--- src/rtl/pcmm_pkg.sv ---
package pcmm_pkg;

  // Half of a bit period: the clock is high in the first half, low in the second.
  typedef enum logic {
    PH_HIGH = 1'b0,
    PH_LOW  = 1'b1
  } bit_phase_e;

endpackage

--- src/rtl/pcmm_cfg_stage.sv ---
module pcmm_cfg_stage #(
  parameter int DIV_W     = 8,
  parameter int FLEN_W    = 7,
  parameter int IDLE_W    = 8,
  parameter int MIN_HALF  = 3,
  parameter int MAX_HALF  = 192,
  parameter int MAX_FRAME = 80,
  parameter int DEF_HALF  = 6,
  parameter int DEF_FRAME = 64,
  parameter int DEF_IDLE  = 0
) (
  input  logic              clk,
  input  logic              rst,
  input  logic              wr,
  input  logic [DIV_W-1:0]  wr_half,
  input  logic [FLEN_W-1:0] wr_frame,
  input  logic [IDLE_W-1:0] wr_idle,
  input  logic              load,
  output logic [DIV_W-1:0]  act_half,
  output logic [FLEN_W-1:0] act_frame,
  output logic [IDLE_W-1:0] act_idle
);

  localparam logic [DIV_W-1:0]  LO_H  = DIV_W'(MIN_HALF);
  localparam logic [DIV_W-1:0]  HI_H  = DIV_W'(MAX_HALF);
  localparam logic [FLEN_W-1:0] HI_F  = FLEN_W'(MAX_FRAME);
  localparam logic [DIV_W-1:0]  RST_H = DIV_W'(DEF_HALF);
  localparam logic [FLEN_W-1:0] RST_F = FLEN_W'(DEF_FRAME);
  localparam logic [IDLE_W-1:0] RST_I = IDLE_W'(DEF_IDLE);

  logic [DIV_W-1:0]  pend_half;
  logic [FLEN_W-1:0] pend_frame;
  logic [IDLE_W-1:0] pend_idle;
  logic              wr_legal;

  // Whole-write rejection: any illegal field discards all three.
  always_comb begin
    wr_legal = (wr_half >= LO_H) && (wr_half <= HI_H) &&
               (wr_frame != '0) && (wr_frame <= HI_F);
  end

  always_ff @(posedge clk) begin
    if (rst) begin
      pend_half  <= RST_H;
      pend_frame <= RST_F;
      pend_idle  <= RST_I;
    end else if (wr && wr_legal) begin
      pend_half  <= wr_half;
      pend_frame <= wr_frame;
      pend_idle  <= wr_idle;
    end
  end

  // Active copy only moves at a frame boundary (or bus start).
  always_ff @(posedge clk) begin
    if (rst) begin
      act_half  <= RST_H;
      act_frame <= RST_F;
      act_idle  <= RST_I;
    end else if (load) begin
      act_half  <= pend_half;
      act_frame <= pend_frame;
      act_idle  <= pend_idle;
    end
  end

  p_half_legal_r7: assert property (@(posedge clk) disable iff (rst)
    (act_half >= LO_H) && (act_half <= HI_H));

  p_frame_legal_r8: assert property (@(posedge clk) disable iff (rst)
    (act_frame != '0) && (act_frame <= HI_F));

  p_hold_midframe_r9: assert property (@(posedge clk) disable iff (rst)
    !load |=> $stable({act_half, act_frame, act_idle}));

endmodule

--- src/rtl/pcmm_half_timer.sv ---
module pcmm_half_timer #(
  parameter int DIV_W = 8
) (
  input  logic             clk,
  input  logic             rst,
  input  logic             run,
  input  logic [DIV_W-1:0] half_lim,
  output logic             tick
);

  logic [DIV_W-1:0] cnt;

  always_comb begin
    tick = run && (cnt == (half_lim - DIV_W'(1)));
  end

  always_ff @(posedge clk) begin
    if (rst || !run) begin
      cnt <= '0;
    end else if (tick) begin
      cnt <= '0;
    end else begin
      cnt <= cnt + DIV_W'(1);
    end
  end

  p_cnt_in_range_r2: assert property (@(posedge clk) disable iff (rst)
    run |-> (cnt < half_lim));

endmodule

--- src/rtl/pcmm_frame_seq.sv ---
module pcmm_frame_seq
  import pcmm_pkg::*;
#(
  parameter int FLEN_W = 7,
  parameter int IDLE_W = 8,
  parameter int SLOT_W = 9
) (
  input  logic              clk,
  input  logic              rst,
  input  logic              enable,
  input  logic              tick,
  input  logic [FLEN_W-1:0] act_frame,
  input  logic [IDLE_W-1:0] act_idle,
  output logic              running,
  output logic              load_cfg,
  output logic              bclk,
  output logic              fsync,
  output logic              bit_en,
  output logic              frame_start,
  output logic [SLOT_W-1:0] slot
);

  localparam int SUM_W = SLOT_W + 1;

  bit_phase_e       phase;
  logic [SUM_W-1:0] nxt_slot;
  logic [SUM_W-1:0] total;
  logic             last_slot;
  logic             data_next;
  logic             starting;
  logic             wrap;

  always_comb begin
    nxt_slot  = SUM_W'(slot) + SUM_W'(1);
    total     = SUM_W'(act_frame) + SUM_W'(act_idle);
    last_slot = (nxt_slot == total);
    data_next = (nxt_slot < SUM_W'(act_frame));
    starting  = enable && !running;
    wrap      = enable && running && tick && (phase == PH_LOW) && last_slot;
    load_cfg  = starting || wrap;
  end

  always_ff @(posedge clk) begin
    if (rst || !enable) begin
      running     <= 1'b0;
      phase       <= PH_HIGH;
      slot        <= '0;
      bclk        <= 1'b0;
      fsync       <= 1'b0;
      bit_en      <= 1'b0;
      frame_start <= 1'b0;
    end else if (!running) begin
      running     <= 1'b1;
      phase       <= PH_HIGH;
      slot        <= '0;
      bclk        <= 1'b1;
      fsync       <= 1'b1;
      bit_en      <= 1'b1;
      frame_start <= 1'b1;
    end else begin
      bit_en      <= 1'b0;
      frame_start <= 1'b0;
      if (tick) begin
        if (phase == PH_HIGH) begin
          phase <= PH_LOW;
          bclk  <= 1'b0;
        end else begin
          phase <= PH_HIGH;
          if (last_slot) begin
            slot        <= '0;
            bclk        <= 1'b1;
            fsync       <= 1'b1;
            bit_en      <= 1'b1;
            frame_start <= 1'b1;
          end else begin
            slot   <= slot + SLOT_W'(1);
            fsync  <= 1'b0;
            bclk   <= data_next;
            bit_en <= data_next;
          end
        end
      end
    end
  end

  p_quiet_when_off_r1: assert property (@(posedge clk) disable iff (rst)
    !$past(enable) |-> (!bclk && !fsync && !bit_en && !frame_start && (slot == '0)));

  p_sync_first_bit_r3: assert property (@(posedge clk) disable iff (rst)
    fsync |-> (slot == '0));

  p_start_marks_frame_r3: assert property (@(posedge clk) disable iff (rst)
    frame_start |-> (fsync && bclk && bit_en));

  p_idle_clock_low_r5: assert property (@(posedge clk) disable iff (rst)
    (running && (SUM_W'(slot) >= SUM_W'(act_frame))) |-> (!bclk && !bit_en));

  p_strobe_on_rise_r10: assert property (@(posedge clk) disable iff (rst)
    bit_en |-> (bclk && !$past(bclk)));

  p_restart_r11: assert property (@(posedge clk) disable iff (rst)
    ($past(enable) && !$past(running)) |-> (frame_start && (slot == '0)));

endmodule

--- src/rtl/pcm_bus_timing_master.sv ---
module pcm_bus_timing_master #(
  parameter int REF_HZ      = 24_576_000,
  parameter int MAX_BCLK_HZ = 4_096_000,
  parameter int MIN_BCLK_HZ = 64_000,
  parameter int MAX_FRAME   = 80,
  parameter int IDLE_W      = 8,
  parameter int DEF_HALF    = 6,
  parameter int DEF_FRAME   = 64,
  parameter int DEF_IDLE    = 0,
  localparam int MIN_HALF   = (REF_HZ + 2 * MAX_BCLK_HZ - 1) / (2 * MAX_BCLK_HZ),
  localparam int MAX_HALF   = REF_HZ / (2 * MIN_BCLK_HZ),
  localparam int DIV_W      = $clog2(MAX_HALF + 1),
  localparam int FLEN_W     = $clog2(MAX_FRAME + 1),
  localparam int SLOT_W     = $clog2(MAX_FRAME + (1 << IDLE_W))
) (
  input  logic              clk,
  input  logic              rst,
  input  logic              enable,
  input  logic              cfg_wr,
  input  logic [DIV_W-1:0]  cfg_half,
  input  logic [FLEN_W-1:0] cfg_frame,
  input  logic [IDLE_W-1:0] cfg_idle,
  output logic              bclk_o,
  output logic              fsync_o,
  output logic              bit_en_o,
  output logic              frame_start_o,
  output logic [SLOT_W-1:0] bit_idx_o
);

  logic [DIV_W-1:0]  act_half;
  logic [FLEN_W-1:0] act_frame;
  logic [IDLE_W-1:0] act_idle;
  logic              running;
  logic              load_cfg;
  logic              tick;

  pcmm_cfg_stage #(
    .DIV_W    (DIV_W),
    .FLEN_W   (FLEN_W),
    .IDLE_W   (IDLE_W),
    .MIN_HALF (MIN_HALF),
    .MAX_HALF (MAX_HALF),
    .MAX_FRAME(MAX_FRAME),
    .DEF_HALF (DEF_HALF),
    .DEF_FRAME(DEF_FRAME),
    .DEF_IDLE (DEF_IDLE)
  ) u_cfg (
    .clk      (clk),
    .rst      (rst),
    .wr       (cfg_wr),
    .wr_half  (cfg_half),
    .wr_frame (cfg_frame),
    .wr_idle  (cfg_idle),
    .load     (load_cfg),
    .act_half (act_half),
    .act_frame(act_frame),
    .act_idle (act_idle)
  );

  pcmm_half_timer #(
    .DIV_W(DIV_W)
  ) u_timer (
    .clk     (clk),
    .rst     (rst),
    .run     (running),
    .half_lim(act_half),
    .tick    (tick)
  );

  pcmm_frame_seq #(
    .FLEN_W(FLEN_W),
    .IDLE_W(IDLE_W),
    .SLOT_W(SLOT_W)
  ) u_seq (
    .clk        (clk),
    .rst        (rst),
    .enable     (enable),
    .tick       (tick),
    .act_frame  (act_frame),
    .act_idle   (act_idle),
    .running    (running),
    .load_cfg   (load_cfg),
    .bclk       (bclk_o),
    .fsync      (fsync_o),
    .bit_en     (bit_en_o),
    .frame_start(frame_start_o),
    .slot       (bit_idx_o)
  );

endmodule

--- config.mk ---
export PLATFORM = sky130hd
export DESIGN_NAME = pcm_bus_timing_master
export DESIGN_NICKNAME = d
export VERILOG_FILES = /design/src/rtl/pcmm_pkg.sv /design/src/rtl/pcmm_cfg_stage.sv /design/src/rtl/pcmm_half_timer.sv /design/src/rtl/pcmm_frame_seq.sv /design/src/rtl/pcm_bus_timing_master.sv
export SDC_FILE = /design/constraint.sdc
export NUM_CORES = 1
export LEC_CHECK = 0
export BUFFER_PORTS_ARGS = -buffer_cell sky130_fd_sc_hd__buf_2
export CELL_PAD_IN_SITES_DETAIL_PLACEMENT = 1
export CELL_PAD_IN_SITES_GLOBAL_PLACEMENT = 1
export CORE_ASPECT_RATIO = 0.8
export CORE_UTILIZATION = 41
export DETAILED_ROUTE_END_ITERATION = 6
export GPL_TIMING_DRIVEN = 0
export MAX_ROUTING_LAYER = met4
export PLACE_DENSITY = 0.78
export SYNTH_ARGS = -nofsm -noshare
export SYNTH_HDL_FRONTEND = slang
export SYNTH_HIERARCHICAL = 1
export SYNTH_SLANG_ARGS = --single-unit
export TNS_END_PERCENT = 30
--- constraint.sdc ---
create_clock -name clk -period 3.7 [get_ports clk]
set_input_delay 0.74 -clock clk [delete_from_list [all_inputs] [get_ports clk]]
set_output_delay 0.74 -clock clk [all_outputs]
set_load 0.05 [all_outputs]
Word level (Yosys, flattened, before mapping):

Cells that the tools add are included.

* output and inout bits: 13
* input port bits: 27
* word-level logic and storage cells: 64
* register bits: 69

* bitwise operators: 1
* add/sub/neg operators: 5
* reductions and logical operators: 20
* magnitude comparators: 4
* multiplexer cells: 16
* equal/unequal tests: 4

Operator list (number)
* 1-bit two-way mux: 15
* 9-bit by 1-bit adder with 10-bit output, second input constant: 1
* 10-bit == test: 1
* 1-bit logical AND: 10
* 10-bit by 7-bit < comparator with 1-bit output: 1
* 7-bit by 8-bit adder with 9-bit output: 1
* 9-bit by 1-bit adder with 9-bit output, second input constant: 1
* 9-bit two-way mux: 1
* 8-bit by 1-bit adder with 8-bit output, second input constant: 1
* 8-bit == test: 1
* 8-bit by 2-bit greater-or-equal comparator with 1-bit output, second input constant: 1
* 8-bit less-or-equal comparator, second input constant: 1
* 8-bit by 1-bit subtractor with 8-bit output, second input constant: 1
* 7-bit less-or-equal comparator, second input constant: 1
* 7-bit nonzero test: 1
* 2-bit AND reduction: 2
* 2-bit OR reduction: 2
* 1-bit logical OR: 3
* 1-bit logical NOT: 2
* 2-bit by 1-bit != test with 1-bit output, second input constant: 1
* 2-bit != test, second input constant: 1
* 1-bit inverter: 1

Depth between registers and ports, before layout:

* word-level depth: 7
* depth in mapped cells: 14
* mapped depth without buffers: 12

Modules after synthesis:

The synthesis kept the hierarchy.

By module, submodules not included
* pcmm_cfg_stage: cells an instance 181, area an instance 1848.0 um2, sequential area each 920.9 um2, times used 1
* pcmm_frame_seq: cells an instance 163, area an instance 1400.1 um2, sequential area each 300.3 um2, times used 1
* pcmm_half_timer: cells an instance 66, area an instance 580.6 um2, sequential area each 160.2 um2, times used 1

Worst setup path after synthesis:

Ideal clock, no wire load.

* path type: reg-to-reg
* start point: register u_seq.slot[0]
* end point: register u_cfg.act_frame[0]
* path buffers: 2
* stages on the path, launching flop included: 13
* setup time: 0.128 ns
* setup slack: -0.235 ns
* data arrival time: 3.807 ns
* period minus slack after synthesis: 3.935 ns
* data required time: 3.572 ns
* path through: dfxtp_1 ha_1 and3_4 xnor3_1 or3b_1 a2111oi_4 o2111ai_4 o31a_1 nor2b_1 clkbuf_1 buf_1 mux2i_1 nor2_1

* longest elaborated chain between the ends: 4

Ends and longest elaborated chain
* from (decl): line pcmm_frame_seq.sv:20 `output logic [SLOT_W-1:0] slot`
* from (signal assigned): line pcmm_frame_seq.sv:76 `slot <= slot + SLOT_W'(1);`
* 9-bit by 1-bit adder with 10-bit output: line pcmm_frame_seq.sv:34 `nxt_slot = SUM_W'(slot) + SUM_W'(1);`
* 10-bit == test: line pcmm_frame_seq.sv:36 `last_slot = (nxt_slot == total);`
* 1-bit logical AND: line pcmm_frame_seq.sv:39 `wrap = enable && running && tick && (phase == PH_LOW) && last_slot;`
* 1-bit logical OR: line pcmm_frame_seq.sv:40 `load_cfg = starting || wrap;`
* named net load_cfg: line pcm_bus_timing_master.sv:34 `logic load_cfg;`
* to (signal assigned): line pcmm_cfg_stage.sv:62 `act_frame <= pend_frame;`
* to (decl): line pcmm_cfg_stage.sv:20 `output logic [FLEN_W-1:0] act_frame,`

The timed path passes the listed nets, and every way through them passes these cells.
A chain may end at the register's enable or synchronous reset.

Worst setup path after layout:

* start point: register u_cfg.act_frame[0]
* end point: register u_cfg.act_half[6]

* longest elaborated chain between the ends: 4

Ends and longest elaborated chain
* 7-bit by 8-bit adder with 9-bit output: line pcmm_frame_seq.sv:35 `total = SUM_W'(act_frame) + SUM_W'(act_idle);`
* 10-bit == test: line pcmm_frame_seq.sv:36
* 1-bit logical AND: line pcmm_frame_seq.sv:39
* 1-bit logical OR: line pcmm_frame_seq.sv:40
* named net load_cfg: line pcm_bus_timing_master.sv:34
* to (signal assigned): line pcmm_cfg_stage.sv:61 `act_half <= pend_half;`
* to (decl): line pcmm_cfg_stage.sv:19 `output logic [DIV_W-1:0] act_half,`

The timed path passes the listed nets, and every way through them passes these cells.

==> flow_results.org <==
** Finish
- Post-layout nets :: roughly 500
- At the end of the flow the core is filled with cells to 0.5030.
- Antenna cells :: 0
- Relative to the synthesized area, the layout overhead comes to 19.25%.
- Share of layout cells above drive strength 1 :: 0.1797

** Logic synthesis
- Synthesis handed over a netlist of 410 instances.
- The number of different library cells used by synthesis comes to 57.
- Dominant cells by area after synthesis :: sky130_fd_sc_hd__dfxtp_1, sky130_fd_sc_hd__mux2i_1, sky130_fd_sc_hd__nand2_1
- Synth area leader :: sky130_fd_sc_hd__dfxtp_1
- Sequential fraction of the synthesis area :: 0.3608
- Summing every instance area after synthesis gives approximately 3800 sq um.
- Ranking of synthesized cells by instance count :: sky130_fd_sc_hd__dfxtp_1, sky130_fd_sc_hd__nand2_1, sky130_fd_sc_hd__mux2i_1
- Yosys instantiated no cell more often than sky130_fd_sc_hd__dfxtp_1.
- Most common flop cell mapped by yosys :: sky130_fd_sc_hd__dfxtp_1
- In the synthesized netlist the async set-or-reset flop fraction comes to 0.
- Post-synthesis sequential element count :: 69
- Averaged over all synthesized cells, the footprint is 9.338 sq um.
- Post-synth net total :: 454
- The Yosys step of the flow raised 6 warnings.
- The synthesized design contains 0 enable-type register cells.
- Of the post-synthesis cell area, the dominant cell type holds 0.3608.

** Die
- Pin placement for this block handled 40 I/O pins.
- Die Ht :: 88.43 um
- In this run the standard cell core region covers 9076 sq um.
- Effective utilization at floorplan :: 0.4218
- The die covers between 9000 and 10000 sq um.
- The floorplan has 31 rows.
- The floorplan step set the die width to 110.0 um.

** Run status
- The flow ran to the end, and the final reports show no timing, DRC or antenna violations.

** Route
- Pre-Repair DR Iteration Count :: 4
- The detailed router finished its first iteration with 101 violations.
- Final antenna-violating net count :: 0
- Total wire length after detailed routing :: 9.452 mm
- The detailed router placed 3164 vias in this run.
- Vias/cell :: 5.381
- Routed WL per cell :: 16.07 um
- For this run, design rule violations remaining after detail routing come to 0.

** Timing
- Final worst path period share :: 0.9499
- Minimum period implied by the final worst setup slack :: 3.514 ns
- At the pin with the least slew margin, the transition time is 0.7777 ns.
- Setup violations remaining at the end of the flow were counted as 0.
- In this run the tightest slew margin relative to its limit is 0.4798.
- For this run, the top clock speed supported by timing is ~280 MHz.
- The final count of pins violating max slew is 0.
- Worst setup skew after layout :: 0.005185 ns
- Unrepaired setup endpoints after global routing :: no
- The number of hold violations in the final report was 0.

** Placement
- IO Port Bufs :: 39
- Detailed placement finished with a half-perimeter wire length of 7.065 mm.
- At the end of routability-driven placement, the weighted congestion stood at 0.7898.

** Pwr
- IR analysis of the VDD net gives a maximum drop of 379.1 uV.
- Power per standard cell area :: 409.5 nW/um^2
- Static power due to leakage :: around 0.0019 uW
- Overall power :: roughly 1900 uW

** Clock network
- TritonCTS built the clock tree.
- CTS placed an instance of sky130_fd_sc_hd__clkbuf_16 at the clock tree root.
- CTS built an H-tree with a depth of 3.
- Clock-pin slew was measured on the worst setup and hold paths at 0.06 ns.
- Clock latency at the later pin of the worst-skew pair :: 0.34 ns
- CTS sink count :: 69
- Largest buffer count on any clock path :: 2
- In this run, post-CTS hold repair placed 0 buffers.
- Counting the buffers created by CTS gives 9.

** GRT
- Number of antenna violations at the first check in global routing :: 0
- Entering global routing, the biggest net connects 13 pins.
- Vias in the first global route :: 3121
- Across every metal layer, demand over resource in global routing totals 0.2157.
- Summed over all layers, the global routing overflow is 0.
- The first global-routing pass estimated approximately 15 mm of wire.

** Setup path
- Setup slack on the worst flop-to-flop path :: approximately 0.19 ns
- STA classifies the critical path endpoint as a flip-flop.
- The worst setup path is of the flip-flop to flip-flop kind.
- Of all nets on the critical path, the largest fanout is 10.
- Worst path arrival time :: 3.71 ns
- The worst setup path is launched from a flip-flop.
- Required time worst endpoint :: between 3 and 4 ns

** Job
- The tool flagged a number of max-cap violations equal to 0.

** Min path
- The path class of the tightest hold or removal check is flip-flop to flip-flop.
==> metal layers <==
layer  track usage  up-vias  part of all wire
met5             -        -                 0
met4       0.06303        0             0.011
met3       0.05744       13             0.032
met2        0.3426       52              0.48
met1        0.2686     1554              0.48
li1              -     1545                 -
==> critical path, cell delays in order (launching register included) <==
cell	delay, ns
sky130_fd_sc_hd__dfxtp_1	0.34
sky130_fd_sc_hd__ha_1	0.22
sky130_fd_sc_hd__inv_1	0.07
sky130_fd_sc_hd__fa_1	0.21
sky130_fd_sc_hd__nor2b_1	0.08
sky130_fd_sc_hd__o21a_1	0.19
sky130_fd_sc_hd__or3b_1	0.39
sky130_fd_sc_hd__a2111oi_4	0.43
sky130_fd_sc_hd__o2111ai_4	0.23
sky130_fd_sc_hd__o31a_1	0.38
sky130_fd_sc_hd__nor2b_1	0.13
sky130_fd_sc_hd__clkbuf_4	0.19
sky130_fd_sc_hd__buf_6	0.19
sky130_fd_sc_hd__mux2i_1	0.25
sky130_fd_sc_hd__nor2_1	0.07
==> state kept, by name, indices dropped and copies added (netlist names) <==
register           flops
u_cfg/pend_idle        8
u_seq/slot             9
u_seq/fsync            1
u_seq/frame_start      1
u_cfg/pend_frame       7
u_seq/running          1
u_timer/cnt            8
u_cfg/act_frame        7
u_cfg/act_half         8
u_seq/phase            1
u_cfg/act_idle         8
u_seq/bit_en           1
u_cfg/pend_half        8
u_seq/bclk             1
==> through the flow <==
stage	cells	hold slack [ns]	setup slack (ns)	instance area [sq um]	TNS, ns
finish	588	0.4645	0.1855	4566	0
global route	588	0.4786	0.01252	4566	0
CTS	580	0.4719	0.03877	4498	0
detailed placement	564	0.4638	-0.4939	4170	-5.483
global placement	564	0.4448	-0.3662	4170	-3.997
floorplan	410	0.4344	-0.1705	3831	-1.705
==> repair_timing <==
item,4_1_cts,5_1_grt
setup endpoints to repair,20,20
pin swaps,0,3
buffers inserted,0,8
resized for setup,5,4
==> logic make-up (layout without fill, tap and decap cells) <==
| group | count (synthesis) | count (layout) | share of synthesized area |
|---|---|---|---|
| compound gates | 60 | 60 | 0.1209 |
| xor+xnor | 38 | 38 | 0.1039 |
| fa+ha+maj | 17 | 17 | 0.05752 |
| buf+inv | 32 | 95 | 0.04738 |
| flops | 69 | 69 | 0.3608 |
| mux | 46 | 46 | 0.1203 |
| simple gates | 148 | 148 | 0.1892 |
==> final cells by class <==
type | instances | area [sq um]
Buffer | 18 | 147.6
Multi-Input combinational cell | 309 | 2266
Tap cell | 115 | 143.9
Fill cell | 1074 | 4511
Clock buffer | 10 | 229.0
Clock inverter | 6 | 87.58
Inverter | 14 | 52.55
Timing Repair Buffer | 47 | 255.2
Sequential cell | 69 | 1384
==> where the power goes <==
part           switching [uW]  internal (uW)  total, uW  leakage, uW
clock                     329            588        917     0.000145
sequential               18.0            768        786     0.000562
combinational            91.6           74.5        166      0.00119
total                     438           1430       1870      0.00190
==> final timing paths <==
kind | endpoint | start | cells after the start
worst max-delay path | u_cfg/act_half[6] | u_cfg/act_frame[0] | 14
worst min-delay path | u_cfg/pend_frame[1] | u_cfg/pend_frame[1] | 2
worst max register to register | u_cfg/act_half[6] | u_cfg/act_frame[0] | 14
worst min register to register | u_cfg/pend_frame[1] | u_cfg/pend_frame[1] | 2
==> cell usage in the layout (no fill, tap or decap), types with 10 or more instances in the layout <==
cell                       count
sky130_fd_sc_hd__a211oi_1     10
sky130_fd_sc_hd__inv_1        14
sky130_fd_sc_hd__xnor2_1      19
sky130_fd_sc_hd__dfxtp_1      67
sky130_fd_sc_hd__mux2i_1      46
sky130_fd_sc_hd__nor2_1       38
sky130_fd_sc_hd__nand2_1      61
sky130_fd_sc_hd__ha_1         16
sky130_fd_sc_hd__a21oi_1      16
sky130_fd_sc_hd__xor2_1       14
sky130_fd_sc_hd__buf_2        39
(Power assumes the default switching activity.)
